## config.mk

```make
export PLATFORM = sky130hd
export DESIGN_NAME = freq_err_counter
export DESIGN_NICKNAME = d
export VERILOG_FILES = /design/src/rtl/fec_pkg.sv /design/src/rtl/fec_limit.sv /design/src/rtl/fec_core.sv /design/src/rtl/fec_capture.sv /design/src/rtl/freq_err_counter.sv
export SDC_FILE = /design/constraint.sdc
export NUM_CORES = 1
export LEC_CHECK = 0
export ABC_AREA = 1
export BUFFER_PORTS_ARGS = -buffer_cell sky130_fd_sc_hd__clkbuf_2
export CAP_MARGIN = 20
export CORE_MARGIN = 2
export CORE_UTILIZATION = 58
export CTS_CLUSTER_DIAMETER = 150
export DETAILED_ROUTE_END_ITERATION = 7
export PLACE_DENSITY_LB_ADDON = 0.08
export SLEW_MARGIN = 20
export SYNTH_ARGS = -nofsm -noshare
export SYNTH_HDL_FRONTEND = slang
export SYNTH_HIERARCHICAL = 1
export SYNTH_SLANG_ARGS = --single-unit
```

## constraint.sdc

```tcl
create_clock -name clk -period 2.2 [get_ports clk]
set_input_delay 0.11 -clock clk [delete_from_list [all_inputs] [get_ports clk]]
set_output_delay 0.11 -clock clk [all_outputs]
set_load 0.005 [all_outputs]
```

## src/rtl/fec_pkg.sv

```systemverilog
package fec_pkg;
  // Count direction; the encoding doubles as the captured direction bit.
  typedef enum logic {
    DIR_UP   = 1'b0,
    DIR_DOWN = 1'b1
  } dir_e;
endpackage

```

## src/rtl/fec_limit.sv

```systemverilog
module fec_limit #(
  parameter int CNT_W = 16,
  parameter int LIM_W = 8,
  parameter int SHIFT = 7
) (
  input  logic [LIM_W-1:0] limit,
  output logic [CNT_W-1:0] ceiling
);
  localparam int PROD_W = LIM_W + SHIFT;

  logic [PROD_W-1:0] prod;
  assign prod = {limit, {SHIFT{1'b0}}};

  generate
    if (PROD_W <= CNT_W) begin : g_fit
      assign ceiling = CNT_W'(prod);
    end else begin : g_sat
      assign ceiling = (|prod[PROD_W-1:CNT_W]) ? '1 : prod[CNT_W-1:0];
    end
  endgenerate
endmodule

```

## src/rtl/fec_core.sv

```systemverilog
module fec_core
  import fec_pkg::*;
#(
  parameter int CNT_W = 16
) (
  input  logic             clk,
  input  logic             rst_n,
  input  logic             en,
  input  logic             sync,
  input  logic [CNT_W-1:0] reload,
  input  logic [CNT_W-1:0] ceiling,
  output logic [CNT_W-1:0] cnt_o,
  output dir_e             dir_o,
  output logic             esync_o,
  output logic             miss_o
);
  logic [CNT_W-1:0] cnt;
  dir_e             dir;
  logic             parked;
  logic             take;

  assign take = en && sync;

  always_ff @(posedge clk) begin
    if (!rst_n) begin
      cnt     <= '0;
      dir     <= DIR_UP;
      parked  <= 1'b1;
      esync_o <= 1'b0;
      miss_o  <= 1'b0;
    end else begin
      esync_o <= 1'b0;
      miss_o  <= 1'b0;
      if (take) begin
        cnt    <= reload;
        dir    <= DIR_DOWN;
        parked <= 1'b0;
      end else if (en && !parked) begin
        if (dir == DIR_DOWN) begin
          if (cnt <= CNT_W'(1)) begin
            cnt     <= '0;
            dir     <= DIR_UP;
            esync_o <= 1'b1;
          end else begin
            cnt <= cnt - CNT_W'(1);
          end
        end else if (cnt >= ceiling) begin
          parked <= 1'b1;
          miss_o <= 1'b1;
        end else begin
          cnt <= cnt + CNT_W'(1);
        end
      end
    end
  end

  assign cnt_o = cnt;
  assign dir_o = dir;

  // once parked, the count holds until a SYNC is accepted
  a_r5_hold_parked: assert property (@(posedge clk) disable iff (!rst_n)
    (parked && !take) |=> $stable(cnt));
  // the upward phase never passes the ceiling
  a_r5_under_ceiling: assert property (@(posedge clk) disable iff (!rst_n)
    (dir == DIR_UP) |-> (cnt <= ceiling));
  // the missed-sync strobe is never repeated in the next cycle
  a_r5_miss_once: assert property (@(posedge clk) disable iff (!rst_n)
    miss_o |=> !miss_o);
  // the expected-sync strobe coincides with a zero count in the up phase
  a_r4_esync_at_zero: assert property (@(posedge clk) disable iff (!rst_n)
    esync_o |-> (cnt == '0 && dir == DIR_UP));
  // a disabled edge changes nothing
  a_r6_freeze: assert property (@(posedge clk) disable iff (!rst_n)
    !en |=> ($stable(cnt) && !esync_o && !miss_o));
endmodule

```

## src/rtl/fec_capture.sv

```systemverilog
module fec_capture
  import fec_pkg::*;
#(
  parameter int CNT_W = 16
) (
  input  logic             clk,
  input  logic             rst_n,
  input  logic             take,
  input  logic [CNT_W-1:0] cnt,
  input  dir_e             dir,
  output logic [CNT_W-1:0] value,
  output logic             dir_down,
  output logic             valid
);
  always_ff @(posedge clk) begin
    if (!rst_n) begin
      value    <= '0;
      dir_down <= 1'b0;
      valid    <= 1'b0;
    end else begin
      valid <= take;
      if (take) begin
        value    <= cnt;
        dir_down <= (dir == DIR_DOWN);
      end
    end
  end

  // the captured result holds between accepted SYNC events
  a_r3_capture_hold: assert property (@(posedge clk) disable iff (!rst_n)
    !take |=> ($stable(value) && $stable(dir_down) && !valid));
endmodule

```

## src/rtl/freq_err_counter.sv

```systemverilog
module freq_err_counter
  import fec_pkg::*;
#(
  parameter int CNT_W       = 16,
  parameter int LIM_W       = 8,
  parameter int RANGE_SHIFT = 7
) (
  input  logic             clk,
  input  logic             rst_n,
  input  logic             enable,
  input  logic             sync_pulse,
  input  logic [CNT_W-1:0] reload_val,
  input  logic [LIM_W-1:0] err_limit,
  output logic [CNT_W-1:0] cap_value,
  output logic             cap_dir_down,
  output logic             cap_valid,
  output logic             esync_pulse,
  output logic             miss_pulse
);
  logic [CNT_W-1:0] ceiling;
  logic [CNT_W-1:0] cnt;
  dir_e             dir;
  logic             take;

  assign take = enable && sync_pulse;

  fec_limit #(.CNT_W(CNT_W), .LIM_W(LIM_W), .SHIFT(RANGE_SHIFT)) u_limit (
    .limit   (err_limit),
    .ceiling (ceiling)
  );

  fec_core #(.CNT_W(CNT_W)) u_core (
    .clk     (clk),
    .rst_n   (rst_n),
    .en      (enable),
    .sync    (sync_pulse),
    .reload  (reload_val),
    .ceiling (ceiling),
    .cnt_o   (cnt),
    .dir_o   (dir),
    .esync_o (esync_pulse),
    .miss_o  (miss_pulse)
  );

  fec_capture #(.CNT_W(CNT_W)) u_cap (
    .clk      (clk),
    .rst_n    (rst_n),
    .take     (take),
    .cnt      (cnt),
    .dir      (dir),
    .value    (cap_value),
    .dir_down (cap_dir_down),
    .valid    (cap_valid)
  );

  // capture, expected-sync and missed-sync strobes are exclusive
  a_r7_exclusive: assert property (@(posedge clk) disable iff (!rst_n)
    $onehot0({cap_valid, esync_pulse, miss_pulse}));
  // a capture is reported only after an accepted SYNC
  a_r2_valid_after_take: assert property (@(posedge clk) disable iff (!rst_n)
    take |=> (cap_valid && !esync_pulse && !miss_pulse));
endmodule

```

### After elaboration in Yosys (flattened, before gate mapping)

Index checks and enable logic that the tools add are counted.
W data, S select, Z words.

* input bits: 28
* logic and storage cells: 41
* flip-flop bits (word level): 38
* output and inout bits: 20

* $add $sub $neg: 2
* reductions and logical operators: 9
* bitwise operators: 3
* magnitude comparators: 2
* multiplexer cells: 15
* equality and inequality tests: 2

Operator list (count)
* $mux W16: 5
* $add A16 B1 Y16 const B: 1
* $ge A16 B15 Y1: 1
* $le A16 B1 Y1 const B: 1
* $sub A16 B1 Y16 const B: 1
* $mux W1: 10
* $reduce_or A4 Y1: 2
* $reduce_bool A2 Y1: 2
* $ne A3 B1 Y1 const B: 1
* $not A1 Y1: 3
* $reduce_and A3 Y1: 1
* $logic_and A1 B1 Y1: 2
* $ne A2 B1 Y1 const B: 1
* $reduce_and A2 Y1: 1
* $logic_not A1 Y1: 1

### Depth between registers and ports, before layout

Gate-level depths: netlist of the first run.

* depth in word-level cells: 5
* mapped depth: 17
* depth with buffers taken out: 16

### Hierarchy

The synthesis of the first run kept the hierarchy.

Modules (own cells, without submodules)
* fec_core: instances 1, cells each 414, area each 2419.8 um2, sequential area each 400.4 um2
* fec_capture: instances 1, cells each 111, area each 747.0 um2, sequential area each 360.3 um2
* fec_limit: instances 1, cells each 17, area each 123.9 um2, sequential area each 0.0 um2
* freq_err_counter: instances 1, cells each 2, area each 7.5 um2, sequential area each 0.0 um2

### Worst setup path before layout of the first run

No wires, ideal clock.

* path type: reg-to-reg
* from: register u_core.cnt[0] (netlist: u_core/cnt_o[0])
* to: register u_core.cnt[12] (netlist: u_core/cnt_o[12])
* stages on the path, launching flop included: 16
* path slack: 0.469 ns
* arrival time: 1.619 ns
* clock period less this slack: 1.731 ns
* setup time: 0.113 ns
* required time: 2.087 ns
* path buffers: 1
* cell sequence: dfxtp_1 inv_1 ha_1 nand2_1 nand3_1 nand2_1 nand2_1 nand2_1 nand2_1 nand2_1 nand2_1 nand2_1 nand2_1 buf_6 nor2_1 nor2_1

* longest elaborated chain between the ends: 5
* elaborated cells on any way between the ends: 11
* those cells by class: add/sub (2); order compare (2); eq/ne (1); mux (5); reduce/logical (1)

RTL lines
* start, declared: RTL line fec_core.sv:17 `logic [CNT_W-1:0] cnt;`
* start signal, assigned: RTL line fec_core.sv:35 `cnt <= reload;`
* start signal, assigned: RTL line fec_core.sv:45 `cnt <= cnt - CNT_W'(1);`
* start signal, assigned: RTL line fec_core.sv:51 `cnt <= cnt + CNT_W'(1);`
* $add A16 B1 Y16, or another cell as far along: RTL line fec_core.sv:51
* $mux W16, on equally long branches: RTL line fec_core.sv:47, fec_core.sv:40
* $mux W16: RTL line fec_core.sv:39 `if (dir == DIR_DOWN) begin`
* $mux W16: RTL line fec_core.sv:38 `end else if (en && !parked) begin`
* $mux W16: RTL line fec_core.sv:34 `if (take) begin`

Several ways; a longest one is shown, not always the timed one. The select of a mux whose other input is x is not followed.
A chain may end at the register's enable or synchronous reset.

### Worst setup path after layout of the first run

* from: register u_core.cnt[1] (netlist: u_core/cnt_o[1])
* to: register u_core.cnt[6] (netlist: u_core/cnt_o[6])

The elaborated chain is that of the path after synthesis.

==> metrics, run 1 <==
Worst EP required=2400 ps; CP endpoint kind=flip-flop; fmax=515 MHz; top post-synthesis cells by count=nand2_1 (156), nor2_1 (91), inv_1 (69), nand3_1 (46), dfxtp_1 (38); Synth Flop Type=dfxtp_1; Die Footprint=0.00631 mm^2; Ports=48; Reg area=762 um^2; area leader, netlist=dfxtp_1; first-pass GRT wire length=14,500 um; Worst EP arrival=2140 ps; fill count=540; number of synthesized register bits=38; Detail Placement HPWL=6520 um; Min-Delay Path Class=primary input to flip-flop; MaxCap Viol Count=0; CP startpoint kind=flip-flop; residual overflow from global routing=0; finished layout cell area=0.00362 mm^2; Crit Path Max Fanout=19; antenna cells=0; Clock Latency Late Sink=300 ps; sequential fraction of the synthesis area=0.231; multi-input logic area=0.00201 mm^2; Clock Root Buffer=clkbuf_8; RSZ-0062 raised after global routing=no; number of setup buffers added after CTS=0; Layout Skew=4.20 ps; Routed WL per cell=12.9 um; Clock Pin Slew Worst Setup and Hold Paths=80 ps; Slew Limit Fails=0; TritonCTS clock tree=done; Via Count=3,420; DR vias/cell=5.16; Pleak=1.99 nW; Initial Util=0.599; CTS buffer count=5; count leader, synth=nand2_1; status=finished, final reports clean; min Tclk post-route=1940 ps; final hold viol count=0; Async SR Flop Fraction=0; Post-Syn Area=0.00330 mm^2; NumNets Final=637; Yosys cell types=34; row cnt=27; Pwr per Cell Area=607 mW/mm^2; router iterations before antenna repair=5; Detailed Route Iter0 Violations=350; I/O Buffers=47; Avg Cell Area, Syn=6.06 um^2; CTS resizes=0; Total GRT Usage=0.290; Die X=79.4 um; H-tree depth=2; largest net degree at the start of global routing=23; final setup fails=0; Die Span Y=79.4 um; clock sinks=38; share of layout cells above drive strength 1=0.181; vias in the first global route=3,135; Max VDD drop=0.311 mV; ANT nets after route=0; remaining routing DRC violations=0; Post-synth EDFFs=0; Post-Route WL=8520 um; Core ar.=0.00551 mm^2; Setup Crit Path Kind=flip-flop to flip-flop; Post-Syn Instances=544; Synth top area share=0.231; initial antenna violation count=0; layout overhead on the synthesized area=9.71%; post-route clock period utilization=0.882; dominant cells by area after synthesis=dfxtp_1 (23%), nand2_1 (18%), nor2_1 (10%), inv_1 (7.9%), ha_1 (7.2%); Post-CTS Hold Fix Bufs=0; synth warn=6; Final TNS setup=0 ps; Placed Area=0.00352 mm^2; clk buf depth=2; Placer Congestion=0.949
-- report_power, final --
part           internal (mW)  switching (mW)
Sequential             0.745          0.0381
Combinational          0.321           0.555
Clock                  0.253           0.283
-- through the flow --
step	hold WS (ps)	utilization	cells	power [mW]	setup WS, ps
finish	130	0.657	663	2.19	259
global placement	420	0.639	655	1.64	261
floorplan	290	-	551	1.46	469
CTS	127	0.656	663	2.19	146
global route	137	0.657	663	2.36	51.1
detailed placement	443	0.639	655	1.66	164
-- final cells by class --
cell class                      instances  share of cell area
Multi-Input combinational cell        406               0.556
Inverter                               71              0.0737
Timing Repair Buffer                   68               0.109
Tap cell                               72              0.0249
Sequential cell                        38               0.211
Clock buffer                            6              0.0228
Clock inverter                          2             0.00346
-- cells in the final DEF, fill, tap and decap left out, types with 2 or more instances in the layout --
cell type,count
xor2_1,4
ha_1,19
nand4_1,5
nand3_1,46
nand2_4,3
dfxtp_1,37
clkbuf_2,47
nor2_1,91
xnor2_1,2
buf_4,21
nor3_1,5
or2_2,4
nand2_2,7
nor2_4,7
a21oi_1,21
o21ai_1,4
o21ai_0,10
clkbuf_8,6
conb_1,8
nand2_1,155
inv_1,69
o21bai_1,2
nor2_2,5
-- worst max-delay path: stages, from the launching register on --
cell     delay (ps)
dfxtp_1         480
ha_1            300
nand2_1          70
nand3_1          80
nand2_1          60
nand2_1          50
nand2_1          50
nand2_1          60
nand2_1          60
nand2_1          60
nand2_1          90
buf_4           250
nand3_1         120
nand2_1          80
nor2_1           40
-- registers in the layout (all words and copies together) (netlist names) --
signal and count:
u_core/parked 1, u_cap/valid 1, u_core/dir_o 1, u_core/miss_o 1
u_cap/dir_down 1, u_core/esync_o 1, u_cap/value 16, u_core/cnt_o 16
-- per-layer routing --
metal	up-vias	GRT usage	wire length, um	share of wire
li1	1744	-	-	-
met1	1529	0.382	3840	0.45
met2	139	0.494	3990	0.47
met3	8	0.0452	622	0.073
met4	0	0.0741	69	0.0081
met5	-	0	0	0
-- kinds of logic (layout without fill, tap and decap cells) --
family	Yosys count	after routing	share of synthesized area
other	1	8	0.00114
flip-flops	38	38	0.231
XOR/XNOR	6	6	0.0159
adder cells (fa/ha/maj)	19	19	0.0721
AO/OA/AOI/OAI	42	42	0.0713
AND/OR/NAND/NOR	331	331	0.441
buffers and inverters	107	147	0.168
-- worst paths after layout --
kind / start / to / slack [ps] / cells past startpoint
worst min register to register: u_cap/value[1] / u_cap/value[1] / 470 / 2
worst max register to register: u_core/cnt_o[1] / u_core/cnt_o[6] / 260 / 14
worst min-delay path: reload_val[12] / u_core/cnt_o[12] / 130 / 5
worst max-delay path: u_core/cnt_o[1] / u_core/cnt_o[6] / 260 / 14
Note: power is estimated with default switching activity, not from simulation.
==> run 2: changes to the inputs <==
CORE_UTILIZATION = 30   (was 58)
SKIP_LAST_GASP = 1   (was default)
==> metrics, run 2 (same netlist as run 1, synthesis figures left out) <==
TritonCTS clock tree=done; H-tree depth=2 (unchanged); Clock Latency Late Sink=290 ps (about the same); NumNets Final=643 (+0.94%); Routed WL per cell=13.7 um (+6.8%); Die Span Y=109 um (+37%); Placer Congestion=0.864 (-9.0%); Pwr per Cell Area=593 mW/mm^2 (-2.2%); multi-input logic area=0.00201 mm^2 (-0.12%); commonest non-fill, non-tap cells in the layout=nand2_1 (156), nor2_1 (91), inv_1 (69); hold wc startpoint=reload_val[12]; Clock Pin Slew Worst Setup and Hold Paths=90 ps (about the same); Pleak=2.02 nW (+1.5%); Finished Layout Cells=737 (+11%); DR vias/cell=4.54 (-12%); most common cell after layout, fill and taps aside=nand2_1; reg-to-reg startpoint=u_core/cnt_o[0]; pre-CTS setup slack=179 ps (+15.4 ps); worst reg-to-reg setup slack=280 ps (+20 ps); min Tclk post-route=1920 ps (-18.9 ps); grt met3 use=0.0221 (-0.0231); clk buf depth=2 (unchanged); post-route clock period utilization=0.873 (-0.00858); Clock Root Buffer=clkbuf_8; GRT Max-Usage Layer=met2; antenna cells=0 (unchanged); I/O Buffers=47 (unchanged); Layout Skew=6.08 ps (+1.88 ps); Detailed Route Iter0 Violations=190 (-46%); Worst EP required=2440 ps (+40 ps); CTS buffer count=5 (unchanged); Initial Util=0.306 (-0.293); Setup Crit Path Kind=flip-flop to flip-flop; fill count=1,249 (+130%); CTS resizes=0 (unchanged); headroom to the max-slew limit=0.573; fmax=520 MHz (+0.98%); reg2reg path depth=16 (+2); hold path endpoint=u_core/cnt_o[12]; CP startpoint kind=flip-flop; share of layout cells above drive strength 1=0.188 (+0.00656); remaining routing DRC violations=0 (unchanged); Ports=48 (unchanged); first-pass GRT wire length=16,200 um (+12%); Post-CTS Hold Fix Bufs=0 (unchanged); Detail Placement HPWL=8000 um (+23%); Crit path top cell by count=nand2_1; Die Footprint=0.0118 mm^2 (+88%); ANT nets after route=0 (unchanged); Worst-Margin Slew=639 ps; Final TNS setup=0 ps (unchanged); largest net degree at the start of global routing=23 (unchanged); RR Endpoint=u_core/cnt_o[14]; Total GRT Usage=0.179 (-0.111); Max VDD drop=0.265 mV (-15%); critical path's slowest cell=dfxtp_1; row cnt=38 (+41%); Slew Limit Fails=0 (unchanged); met1 GRT Util=0.246 (-0.136); status=finished, final reports clean; final setup fails=0 (unchanged); router iterations before antenna repair=4 (-1); Worst EP arrival=2160 ps (+20 ps); Total Power=2.22 mW (+1.3%); CP endpoint kind=flip-flop; residual overflow from global routing=0 (unchanged); number of setup buffers added after CTS=0 (unchanged); clock sinks=38 (unchanged); finished layout cell area=0.00375 mm^2 (+3.5%); initial antenna violation count=0 (unchanged); layout overhead on the synthesized area=13.6%; Hold Crit Depth=5 (unchanged); Reg area=762 um^2 (unchanged); RSZ-0062 raised after global routing=no; Post-Route WL=10,100 um (+19%); Final WS setup=278 ps (+18.9 ps); met2 Track Usage GR=0.295 (-0.199); Die X=109 um (+37%); Via Count=3,347 (-2.1%); Crit Path Max Fanout=6 (-13); Min-Delay Path Class=primary input to flip-flop; Placed Cells=729 (+11%); Core ar.=0.0108 mm^2 (+96%); CP Cell Sequence=inv_1 -> ha_1 -> nand2_1 -> nand3_1 -> nand2_1 -> nand2_1 -> nand2_1 -> nand2_1 -> nand2_1 -> nand2_1 -> nand2_1 -> nand2_1 -> buf_4 -> nand2_1 -> nand2_1 -> nor2_1; critical path's largest stage delay=340 ps (-140 ps); final hold viol count=0 (unchanged); Placed Area=0.00365 mm^2 (+3.7%); MaxCap Viol Count=0 (unchanged); vias in the first global route=3,196 (+1.9%)
-- run 2: cell count changes in the layout (fill, tap and decap cells not counted) --
cell,delta
buf_4,+6
nand2_1,+1
nand2_2,-1
-- run 2: worst max path at each step --
stage,start,to,slack [ps],depth (start not counted)
after floorplan,u_core/cnt_o[0],u_core/cnt_o[12],470,15
after CTS,u_core/cnt_o[1],u_core/cnt_o[14],160,15
final,u_core/cnt_o[0],u_core/cnt_o[14],280,16
after global routing,u_core/cnt_o[13],u_core/cnt_o[6],80,11
after detailed placement,u_core/cnt_o[1],u_core/cnt_o[14],180,15
after global placement,u_core/cnt_o[1],u_core/cnt_o[14],190,14
-- run 2: power breakdown --
part           total [mW]  switching (mW)  internal, mW
registers           0.785          0.0404         0.745
logic               0.903           0.571         0.332
clock network       0.534           0.282         0.253
total                2.22           0.893          1.33
-- run 2: area by class of cell --
cell class                      instances  area share
Tap cell                              140      0.0468
Sequential cell                        38       0.203
Multi-Input combinational cell        406       0.536
Clock inverter                          2     0.00334
Inverter                               71      0.0711
Clock buffer                            6      0.0220
Timing Repair Buffer                   74       0.117
-- run 2: worst max-delay path: cells and delay by family (launching register included) --
family / cells / cell delay, ps
flops: 1 / 340
simple gates: 13 / 940
buf+inv: 2 / 300
fa+ha+maj: 1 / 280
-- run 2: stage by stage --
stage	hold slack (ps)	util
global route	153	0.347
global placement	438	0.338
finish	131	0.347
detailed placement	439	0.338
CTS	122	0.347
floorplan	290	-
-- run 2: layer usage --
| metal | up-vias | part of all wire | routed length (um) |
|---|---|---|---|
| met3 | 4 | 0.051 | 511 |
| met4 | 0 | 0.0060 | 61 |
| li1 | 1759 | - | - |
| met1 | 1515 | 0.47 | 4800 |
| met5 | - | 0 | 0 |
| met2 | 69 | 0.47 | 4740 |
==> run 3: changes to the inputs <==
CORE_ASPECT_RATIO = 0.5   (was default)
==> metrics, run 3 (same netlist as run 1, synthesis figures left out) <==
Crit Path Max Fanout=19 (+13); crit path capture=u_core/cnt_o[2]; share of layout cells above drive strength 1=0.182 (-0.00548); Die Footprint=0.0119 mm^2 (+0.43%); number of setup buffers added after CTS=0 (unchanged); Setup Crit Path Kind=flip-flop to flip-flop; NumNets Final=639 (-0.62%); DR vias/cell=4.41 (-3.0%); Slew Limit Fails=0 (unchanged); row cnt=26 (-32%); worst reg-to-reg setup slack=250 ps (-30 ps); Pwr per Cell Area=652 mW/mm^2 (+9.9%); Detailed Route Iter0 Violations=176 (-7.4%); Worst-Margin Slew=756 ps (+116 ps); Core ar.=0.0104 mm^2 (-3.2%); remaining routing DRC violations=0 (unchanged); I/O Buffers=47 (unchanged); Final TNS setup=0 ps (unchanged); headroom to the max-slew limit=0.496 (-0.0776); RSZ-0062 raised after global routing=no; Placer Congestion=0.857 (-0.89%); CP top delay family=simple AND/OR/NAND/NOR gates; Post-Route WL=9930 um (-1.8%); MaxCap Viol Count=0 (unchanged); critical path's largest stage delay=490 ps (+150 ps); post-route clock period utilization=0.888 (+0.0143); CP endpoint kind=flip-flop; Levels on crit path=11 (-5); fmax=512 MHz (-1.6%); H-tree depth=2 (unchanged); ANT nets after route=0 (unchanged); Layout Skew=7.58 ps (+1.49 ps); Clock Root Buffer=clkbuf_16; CP Cell Sequence=ha_1 -> nand2_1 -> o21bai_1 -> a21oi_1 -> nor2_1 -> nand2_1 -> nand2_1 -> buf_4 -> nand3_1 -> nand2_1 -> nor2_1; vias in the first global route=3,181 (-0.47%); Total GRT Usage=0.178 (-0.00158); status=finished, final reports clean; min Tclk post-route=1950 ps (+31.5 ps); Pleak=2.02 nW (+0.25%); Clock Latency Late Sink=290 ps (about the same); Crit path top cell by count=nand2_1; CTS buffer count=5 (unchanged); clock sinks=38 (unchanged); Die Span Y=78.1 um (-28%); router iterations before antenna repair=4 (unchanged); CTS resizes=0 (unchanged); RR Endpoint=u_core/cnt_o[2]; most common cell after layout, fill and taps aside=nand2_1; Initial Util=0.316 (+0.0103); commonest non-fill, non-tap cells in the layout=nand2_1 (156), nor2_1 (91), inv_1 (69); residual overflow from global routing=0 (unchanged); Max VDD drop=0.232 mV (-13%); reg-to-reg startpoint=u_core/cnt_o[10]; Clock Pin Slew Worst Setup and Hold Paths=70 ps (-20 ps); Via Count=3,229 (-3.5%); antenna cells=0 (unchanged); Min-Delay Path Class=primary input to flip-flop; layout overhead on the synthesized area=14.4%; final hold viol count=0 (unchanged); Detail Placement HPWL=7740 um (-3.2%); Buf/Inv on CP=1 (-1); critical path's slowest cell=dfxtp_1; Ports=48 (unchanged); Die X=152 um (+40%); finished layout cell area=0.00377 mm^2 (+0.70%); final setup fails=0 (unchanged); clk buf depth=2 (unchanged); largest net degree at the start of global routing=25 (+8.7%); Worst EP arrival=2140 ps (-20 ps); first-pass GRT wire length=16,600 um (+2.7%); TritonCTS clock tree=done; Post-CTS Hold Fix Bufs=0 (unchanged); Routed WL per cell=13.6 um (-1.2%); initial antenna violation count=0 (unchanged); Placed Area=0.00362 mm^2 (-0.82%); Crit. Startpoint=u_core/cnt_o[10]; CP startpoint kind=flip-flop; Worst EP required=2390 ps (-50 ps); reg2reg path depth=11 (-5)
## run 3: where the power goes
| part | total (mW) | internal (mW) | switching, mW |
|---|---|---|---|
| Combinational | 0.873 | 0.323 | 0.549 |
| Clock | 0.781 | 0.450 | 0.331 |
| Sequential | 0.807 | 0.746 | 0.0610 |
| Total | 2.46 | 1.52 | 0.941 |
## run 3: routing by layer
layer / share of wire / track usage
met2: 0.40 / 0.263
met4: 0.0066 / 0.0374
met3: 0.057 / 0.0348
met5: 0 / 0
met1: 0.54 / 0.264
## run 3: how the worst min path moves through the flow
stage / depth (start not counted) / to / from
after CTS: 5 / u_core/cnt_o[12] / reload_val[12]
after detailed placement: 5 / u_core/cnt_o[12] / reload_val[12]
after floorplan: 2 / u_core/esync_o / sync_pulse
after global placement: 5 / u_core/cnt_o[12] / reload_val[12]
after global routing: 3 / u_core/esync_o / sync_pulse
final: 5 / u_core/cnt_o[12] / reload_val[12]
## run 3: metrics by stage
stage | utilization | power (mW) | worst slack, ps | hold WS, ps | std cells
floorplan | - | 1.46 | 469 | 290 | 551
global placement | 0.347 | 1.70 | 152 | 440 | 725
detailed placement | 0.347 | 1.70 | 116 | 435 | 725
CTS | 0.361 | 2.49 | 108 | 128 | 733
global route | 0.361 | 2.65 | 40.4 | 157 | 733
finish | 0.361 | 2.46 | 247 | 130 | 733
## run 3: worst register-to-register path, cell delays in order, from the launching register on
cell,delay [ps]
dfxtp_1,490
ha_1,290
nand2_1,90
o21bai_1,110
a21oi_1,80
nor2_1,150
nand2_1,90
nand2_1,80
buf_4,240
nand3_1,110
nand2_1,70
nor2_1,50
## run 3: cell type report
class | instances | area, um^2
inverters | 71 | 267
well taps | 140 | 175
repair buffers | 70 | 408
multi-input cells | 406 | 2010
clock buffers | 6 | 139
fillers | 1182 | 6670
flip-flops and latches | 38 | 762
clock inverters | 2 | 12.5
